`src/rtl/wwdt_pkg.sv`:
```
package wwdt_pkg;
  typedef enum logic [1:0] {
    PM_RUN   = 2'b00,
    PM_IDLE  = 2'b01,
    PM_SLEEP = 2'b10,
    PM_LOW3  = 2'b11
  } pwr_mode_e;

  typedef enum logic [1:0] {
    EN_SOFT0   = 2'b00,
    EN_NOSLEEP = 2'b01,
    EN_SOFT    = 2'b10,
    EN_ALWAYS  = 2'b11
  } en_mode_e;
endpackage

```
`src/rtl/wwdt_prescaler.sv`:
```
module wwdt_prescaler #(
  parameter int SHORT_LOG = 5,
  parameter int LONG_LOG  = 7
) (
  input  logic                clk,
  input  logic                rst_n,
  input  logic                restart,
  input  logic                step,
  input  logic                long_sel,
  output logic [LONG_LOG-1:0] cnt,
  output logic                carry
);
  localparam logic [LONG_LOG-1:0] SHORT_LAST = LONG_LOG'((1 << SHORT_LOG) - 1);
  localparam logic [LONG_LOG-1:0] LONG_LAST  = LONG_LOG'((1 << LONG_LOG) - 1);

  logic [LONG_LOG-1:0] last_val;

  assign last_val = long_sel ? LONG_LAST : SHORT_LAST;
  assign carry    = step && !restart && (cnt == last_val);

  always_ff @(posedge clk or negedge rst_n) begin
    if (!rst_n)       cnt <= '0;
    else if (restart) cnt <= '0;
    else if (step)    cnt <= carry ? '0 : cnt + 1'b1;
  end
endmodule

```
`src/rtl/wwdt_postscaler.sv`:
```
module wwdt_postscaler #(
  parameter int CODE_W = 4,
  localparam int POST_W = (1 << CODE_W) - 1
) (
  input  logic              clk,
  input  logic              rst_n,
  input  logic              restart,
  input  logic              step,
  input  logic [CODE_W-1:0] code,
  output logic [POST_W-1:0] cnt,
  output logic              expire
);
  logic [POST_W:0]   weight;
  logic [POST_W-1:0] last_val;

  assign weight   = (POST_W+1)'(1) << code;
  assign last_val = POST_W'(weight - 1'b1);
  assign expire   = step && !restart && (cnt == last_val);

  always_ff @(posedge clk or negedge rst_n) begin
    if (!rst_n)       cnt <= '0;
    else if (restart) cnt <= '0;
    else if (step)    cnt <= expire ? '0 : cnt + 1'b1;
  end
endmodule

```
`src/rtl/wwdt_enable_gate.sv`:
```
module wwdt_enable_gate
  import wwdt_pkg::*;
(
  input  logic [1:0] mode,
  input  logic [1:0] pwr,
  input  logic       sw_bit,
  output logic       active
);
  always_comb begin
    unique case (en_mode_e'(mode))
      EN_ALWAYS:  active = 1'b1;
      EN_NOSLEEP: active = (pwr_mode_e'(pwr) != PM_SLEEP);
      default:    active = sw_bit;
    endcase
  end
endmodule

```
`src/rtl/wwdt_top.sv`:
```
module wwdt_top
  import wwdt_pkg::*;
#(
  parameter int SHORT_LOG = 5,
  parameter int LONG_LOG  = 7,
  parameter int CODE_W    = 4
) (
  input  logic              clk,
  input  logic              rst_n,
  input  logic              tick,
  input  logic              cfg_long_pre,
  input  logic [CODE_W-1:0] cfg_post_code,
  input  logic [1:0]        cfg_en_mode,
  input  logic              cfg_window,
  input  logic              sw_en_wr,
  input  logic              sw_en_val,
  input  logic              sw_clear,
  input  logic [1:0]        pwr_mode,
  input  logic              clk_switch_done,
  input  logic              lp_enter,
  input  logic              lp_exit,
  input  logic              flag_clr,
  output logic              rst_req,
  output logic              wake_req,
  output logic              timeout_flag
);
  localparam int POST_W = (1 << CODE_W) - 1;
  localparam int EW     = LONG_LOG + POST_W;
  localparam int SHW    = $clog2(EW + 1) + 1;

  // configuration captured during reset only
  logic              long_q;
  logic [CODE_W-1:0] code_q;
  logic [1:0]        en_mode_q;
  logic              window_q;

  always_ff @(posedge clk) begin
    if (!rst_n) begin
      long_q    <= cfg_long_pre;
      code_q    <= cfg_post_code;
      en_mode_q <= cfg_en_mode;
      window_q  <= cfg_window;
    end
  end

  logic sw_bit;
  always_ff @(posedge clk or negedge rst_n) begin
    if (!rst_n)        sw_bit <= 1'b0;
    else if (sw_en_wr) sw_bit <= sw_en_val;
  end

  logic active;
  wwdt_enable_gate u_gate (
    .mode   (en_mode_q),
    .pwr    (pwr_mode),
    .sw_bit (sw_bit),
    .active (active)
  );

  logic [LONG_LOG-1:0] pre_cnt;
  logic [POST_W-1:0]   post_cnt;
  logic                pre_carry;
  logic                expire;
  logic                restart;

  wwdt_prescaler #(.SHORT_LOG(SHORT_LOG), .LONG_LOG(LONG_LOG)) u_pre (
    .clk      (clk),
    .rst_n    (rst_n),
    .restart  (restart),
    .step     (tick && active),
    .long_sel (long_q),
    .cnt      (pre_cnt),
    .carry    (pre_carry)
  );

  wwdt_postscaler #(.CODE_W(CODE_W)) u_post (
    .clk     (clk),
    .rst_n   (rst_n),
    .restart (restart),
    .step    (pre_carry),
    .code    (code_q),
    .cnt     (post_cnt),
    .expire  (expire)
  );

  // elapsed ticks as one number, period and window threshold
  logic [EW-1:0]  elapsed;
  logic [SHW-1:0] shamt;
  logic [EW:0]    period;
  logic [EW:0]    threshold;
  logic           in_window;

  always_comb begin
    if (long_q) elapsed = {post_cnt, pre_cnt};
    else        elapsed = EW'({post_cnt, pre_cnt[SHORT_LOG-1:0]});
  end

  assign shamt     = SHW'(long_q ? LONG_LOG : SHORT_LOG) + SHW'(code_q);
  assign period    = (EW+1)'(1) << shamt;
  assign threshold = period - (period >> 2);
  assign in_window = {1'b0, elapsed} >= threshold;

  logic clr_ok, clr_bad, fire, low_power;

  assign clr_ok    = sw_clear && active && (!window_q || in_window);
  assign clr_bad   = sw_clear && active && window_q && !in_window;
  assign restart   = !active || clk_switch_done || lp_enter || lp_exit || clr_ok || clr_bad;
  assign fire      = expire || clr_bad;
  assign low_power = (pwr_mode_e'(pwr_mode) != PM_RUN);

  always_ff @(posedge clk or negedge rst_n) begin
    if (!rst_n) begin
      rst_req      <= 1'b0;
      wake_req     <= 1'b0;
      timeout_flag <= 1'b0;
    end else begin
      rst_req  <= fire && !low_power;
      wake_req <= fire && low_power;
      if (fire)          timeout_flag <= 1'b1;
      else if (flag_clr) timeout_flag <= 1'b0;
    end
  end
endmodule

```
`config.mk`:
```
export PLATFORM = sky130hd
export DESIGN_NAME = wwdt_top
export DESIGN_NICKNAME = d
export VERILOG_FILES = /design/src/rtl/wwdt_pkg.sv /design/src/rtl/wwdt_prescaler.sv /design/src/rtl/wwdt_postscaler.sv /design/src/rtl/wwdt_enable_gate.sv /design/src/rtl/wwdt_top.sv
export SDC_FILE = /design/constraint.sdc
export NUM_CORES = 1
export LEC_CHECK = 0
export ABC_AREA = 1
export BUFFER_PORTS_ARGS = -buffer_cell sky130_fd_sc_hd__buf_2
export CAP_MARGIN = 0
export CORE_ASPECT_RATIO = 0.9
export CORE_MARGIN = 2
export CORE_UTILIZATION = 62
export CTS_CLUSTER_SIZE = 25
export DETAILED_ROUTE_END_ITERATION = 10
export PLACE_DENSITY = 0.91
export SLEW_MARGIN = 5
export SYNTH_ARGS = -nofsm -noshare
export SYNTH_HDL_FRONTEND = slang
export SYNTH_SLANG_ARGS = --single-unit
export TNS_END_PERCENT = 5
```
`constraint.sdc`:
```
create_clock -name clk -period 5 [get_ports clk]
set_input_delay 0.5 -clock clk [delete_from_list [all_inputs] [get_ports clk]]
set_output_delay 0.5 -clock clk [all_outputs]
set_load 0.02 [all_outputs]
```
==> run summary <==
TritonCTS clock tree: built
Io pins: 23
Tcrit/Tclk final: 0.946
Clk buf depth: 2
Final min period: 4.73 ns
Largest net degree at the start of global routing: 30
Worst Path Required: 5.18 ns
Cell Int Power: 0.600 mW
Post-Layout Cell Count: 740
Total gr overflow: 0
Die Ht: 82.9 um
Crit Path Category: flop to flop
Setup-failing EPs final: 0
Maximum vdd drop: 0.174 mV
Initial antenna violation count: 0
Initial Util: 0.647
Netlist cell types: 50
Length of the first detailed-routing pass in iterations: 6
Combinational power share: 0.514
Share of flip-flops with an asynchronous set or reset: 0.765
Prevailing post-synth register cell: dfrtp_1
Syn Area/Cell: 6.92 sq um
Worst Setup Slack, final: 0.271 ns
Worst slew margin: 0.577
Post-Route Skew: 0.00788 ns
Post-Place Worst Slack: 0.210 ns
Num rows: 28
Pins Over Slew Limit: 0
Post-DP HPWL: 8470 um
Worst-margin pin slew: 0.634 ns
Clock transition at path regs: 0.08 ns
Clock root buffer: clkbuf_8
Total power: 1.07 mW
Layout cells sized above 1: 0.151
1st-iter DRT viols: 382
Clk_lat worst skew: 0.29 ns
Vias in the first global route: 4264
Avg Vias per Cell: 5.83
Final WL: 10600 um
Layout Nets: 712
# fillers: 514
Sw Share: 0.440
Cts bufs inserted: 5
YS warnings: 0
CP Capture Type: flop
Post-synthesis register bit count: 34
Hold buffer count at CTS: 0
Die X: 91.6 um
First-pass GRT wire length: 18100 um
Via count: 4316
Global placer's final weighted congestion: 0.940
Max Fclk: 211 MHz
Worst min path class: input pin to async pin
CP Max Fanout: 10
Layout Area Growth over Synthesis: 7.42%
CP Launch Type: flop
Clk sink count: 34
Max-cap viol count: 0
Sw Pwr: 0.472 mW
Sequential power share: 0.285
Leakage power: 2.28 nW
Core ar.: 6620 sq um
Synth Cell Area: 4280 sq um
Clock power frac: 0.201
Antenna-violating nets left: 0
H-tree depth: 2
Final Hold Viols: 0
Die area: 7590 sq um
Sequential fraction of the synthesis area: 0.208
Status: finished, final reports clean
Gr usage total: 0.283
EDFF count, synth: 8
PD cells: 233 nW/um^2
Ant diodes: 0
WL/cell: 14.3 um
Gate Count Post-Synth: 619
Critical path arrival: 4.91 ns
PortBufs: 22
Dpl cells: 729
DRC: 0
Post-Route Utilization: 0.695
power groups by stage:
stage,combinational (mW),clock [mW],sequential (mW)
after CTS,0.528,0.215,0.306
final,0.551,0.216,0.306
after global routing,0.614,0.227,0.307
after global placement,0.496,0,0.311
after floorplan,0.418,0,0.303
after detailed placement,0.525,0,0.311
per-stage QoR:
| stage | hold slack (ns) | setup TNS (ns) | instance area [sq um] |
|---|---|---|---|
| 3_3_place_gp | 0.488 | 0 | 4470 |
| 4_1_cts | 0.243 | 0 | 4570 |
| 2_1_floorplan | 0.204 | 0 | 4310 |
| 6_report | 0.212 | 0 | 4600 |
| 5_1_grt | 0.272 | -0.0295 | 4600 |
| 3_5_place_dp | 0.485 | 0 | 4470 |
timing repair:
action,4_1_cts,5_1_grt
setup endpoints to repair,0,3
buffers inserted,0,3
gates resized for setup,0,4
critical path, stage by stage (launching register included):
cell and delay [ns]:
edfxtp_1 0.46, ha_2 0.42, nand2_4 0.11, nand2_2 0.10, nand2_2 0.05, nand2_2 0.11, nand2_1 0.11, nor2_1 0.17
inv_1 0.07, ha_1 0.35, nand2_1 0.10, o21ai_0 0.25, a21oi_1 0.11, o21ai_1 0.15, a21oi_1 0.10, o21ai_0 0.27
a21oi_1 0.13, xor2_1 0.16, ha_1 0.28, nand2_1 0.08, nor4_1 0.43, a21oi_1 0.12, nand3_1 0.12, nand3_1 0.08
nand2_1 0.07, nand2_1 0.07, nand2_2 0.08, nand3_1 0.07
final cells by class:
class	instances	area, sq um	area share
inverters	93	352	0.0764
multi-input cells	488	3000	0.653
repair buffers	27	148	0.0321
clock buffers	6	82.6	0.0179
flip-flops and latches	34	891	0.194
well taps	90	113	0.0245
clock inverters	2	12.5	0.00272
cells by family (layout without fill, tap and decap cells):
family / count (synthesis) / in the layout / synth area share
DFF: 34 / 34 / 0.208
xor gates and xnor gates: 45 / 45 / 0.0920
AOI/OAI and AO/OA: 97 / 97 / 0.130
adders and majority gates: 43 / 43 / 0.127
buffers and inverters: 105 / 128 / 0.101
and+or+nand+nor: 292 / 292 / 0.338
other: 2 / 10 / 0.00175
muxes: 1 / 1 / 0.00263
synth_stat cells, types with 3 or more instances:
cell type | number | share of area
nand3_1 | 26 | 0.030
xor2_1 | 33 | 0.067
a21oi_1 | 42 | 0.049
inv_2 | 8 | 0.0070
nor3_1 | 19 | 0.022
o21ai_0 | 32 | 0.037
xnor2_1 | 12 | 0.025
inv_1 | 84 | 0.074
nor4_1 | 4 | 0.0058
nand2_4 | 6 | 0.016
clkbuf_1 | 3 | 0.0026
nand4_1 | 14 | 0.020
a21oi_2 | 4 | 0.0082
nand3_2 | 4 | 0.0093
buf_2 | 3 | 0.0035
a21o_1 | 4 | 0.0070
nor2_1 | 66 | 0.058
edfxtp_1 | 8 | 0.056
buf_6 | 3 | 0.0079
nor2_4 | 4 | 0.011
nand2_1 | 111 | 0.097
nor2_2 | 6 | 0.0088
dfrtp_1 | 26 | 0.15
ha_1 | 42 | 0.12
nand2_2 | 14 | 0.020
nor3_2 | 6 | 0.014
nor3b_1 | 3 | 0.0053
placed cells by master (no fill, tap or decap), drive strengths merged, types with 3 or more instances in the layout:
cell    count
a21o        4
a21oi      47
buf        27
clkbuf      6
conb       10
dfrtp      26
edfxtp      8
ha         42
inv        93
nand2     131
nand3      31
nand4      14
nor2       77
nor3       25
nor3b       3
nor4        4
o211ai      3
o21ai      36
xnor2      12
xor2       33
final timing paths:
kind                                 from           end  slack [ns]  cells past startpoint
max in group asynchronous           rst_n  u_pre.cnt[1]        4.38                      1
setup reg to reg                code_q[1]  timeout_flag        0.27                     27
hold / removal                      rst_n        sw_bit        0.21                      1
hold reg to reg              timeout_flag  timeout_flag        0.51                      2
min in group clk           cfg_en_mode[0]  en_mode_q[0]        0.38                      1
setup / recovery                code_q[1]  timeout_flag        0.27                     27
flip-flops by register name, summed over array words and instances (netlist names):
signal and flops:
timeout_flag 1, long_q 1, u_post.cnt 15, rst_req 1, en_mode_q 2, sw_bit 1
u_pre.cnt 7, wake_req 1, window_q 1, code_q 4
per-layer routing:
metal	wire length (um)	vias to the layer above	share of wire	global-route usage
met1	4490	1994	0.42	0.360
met3	776	35	0.073	0.0399
met5	0	-	0	0
met2	5010	211	0.47	0.484
met4	320	0	0.030	0.109
li1	-	2076	-	-
No activity file was read; power rests on OpenSTA's default activity.
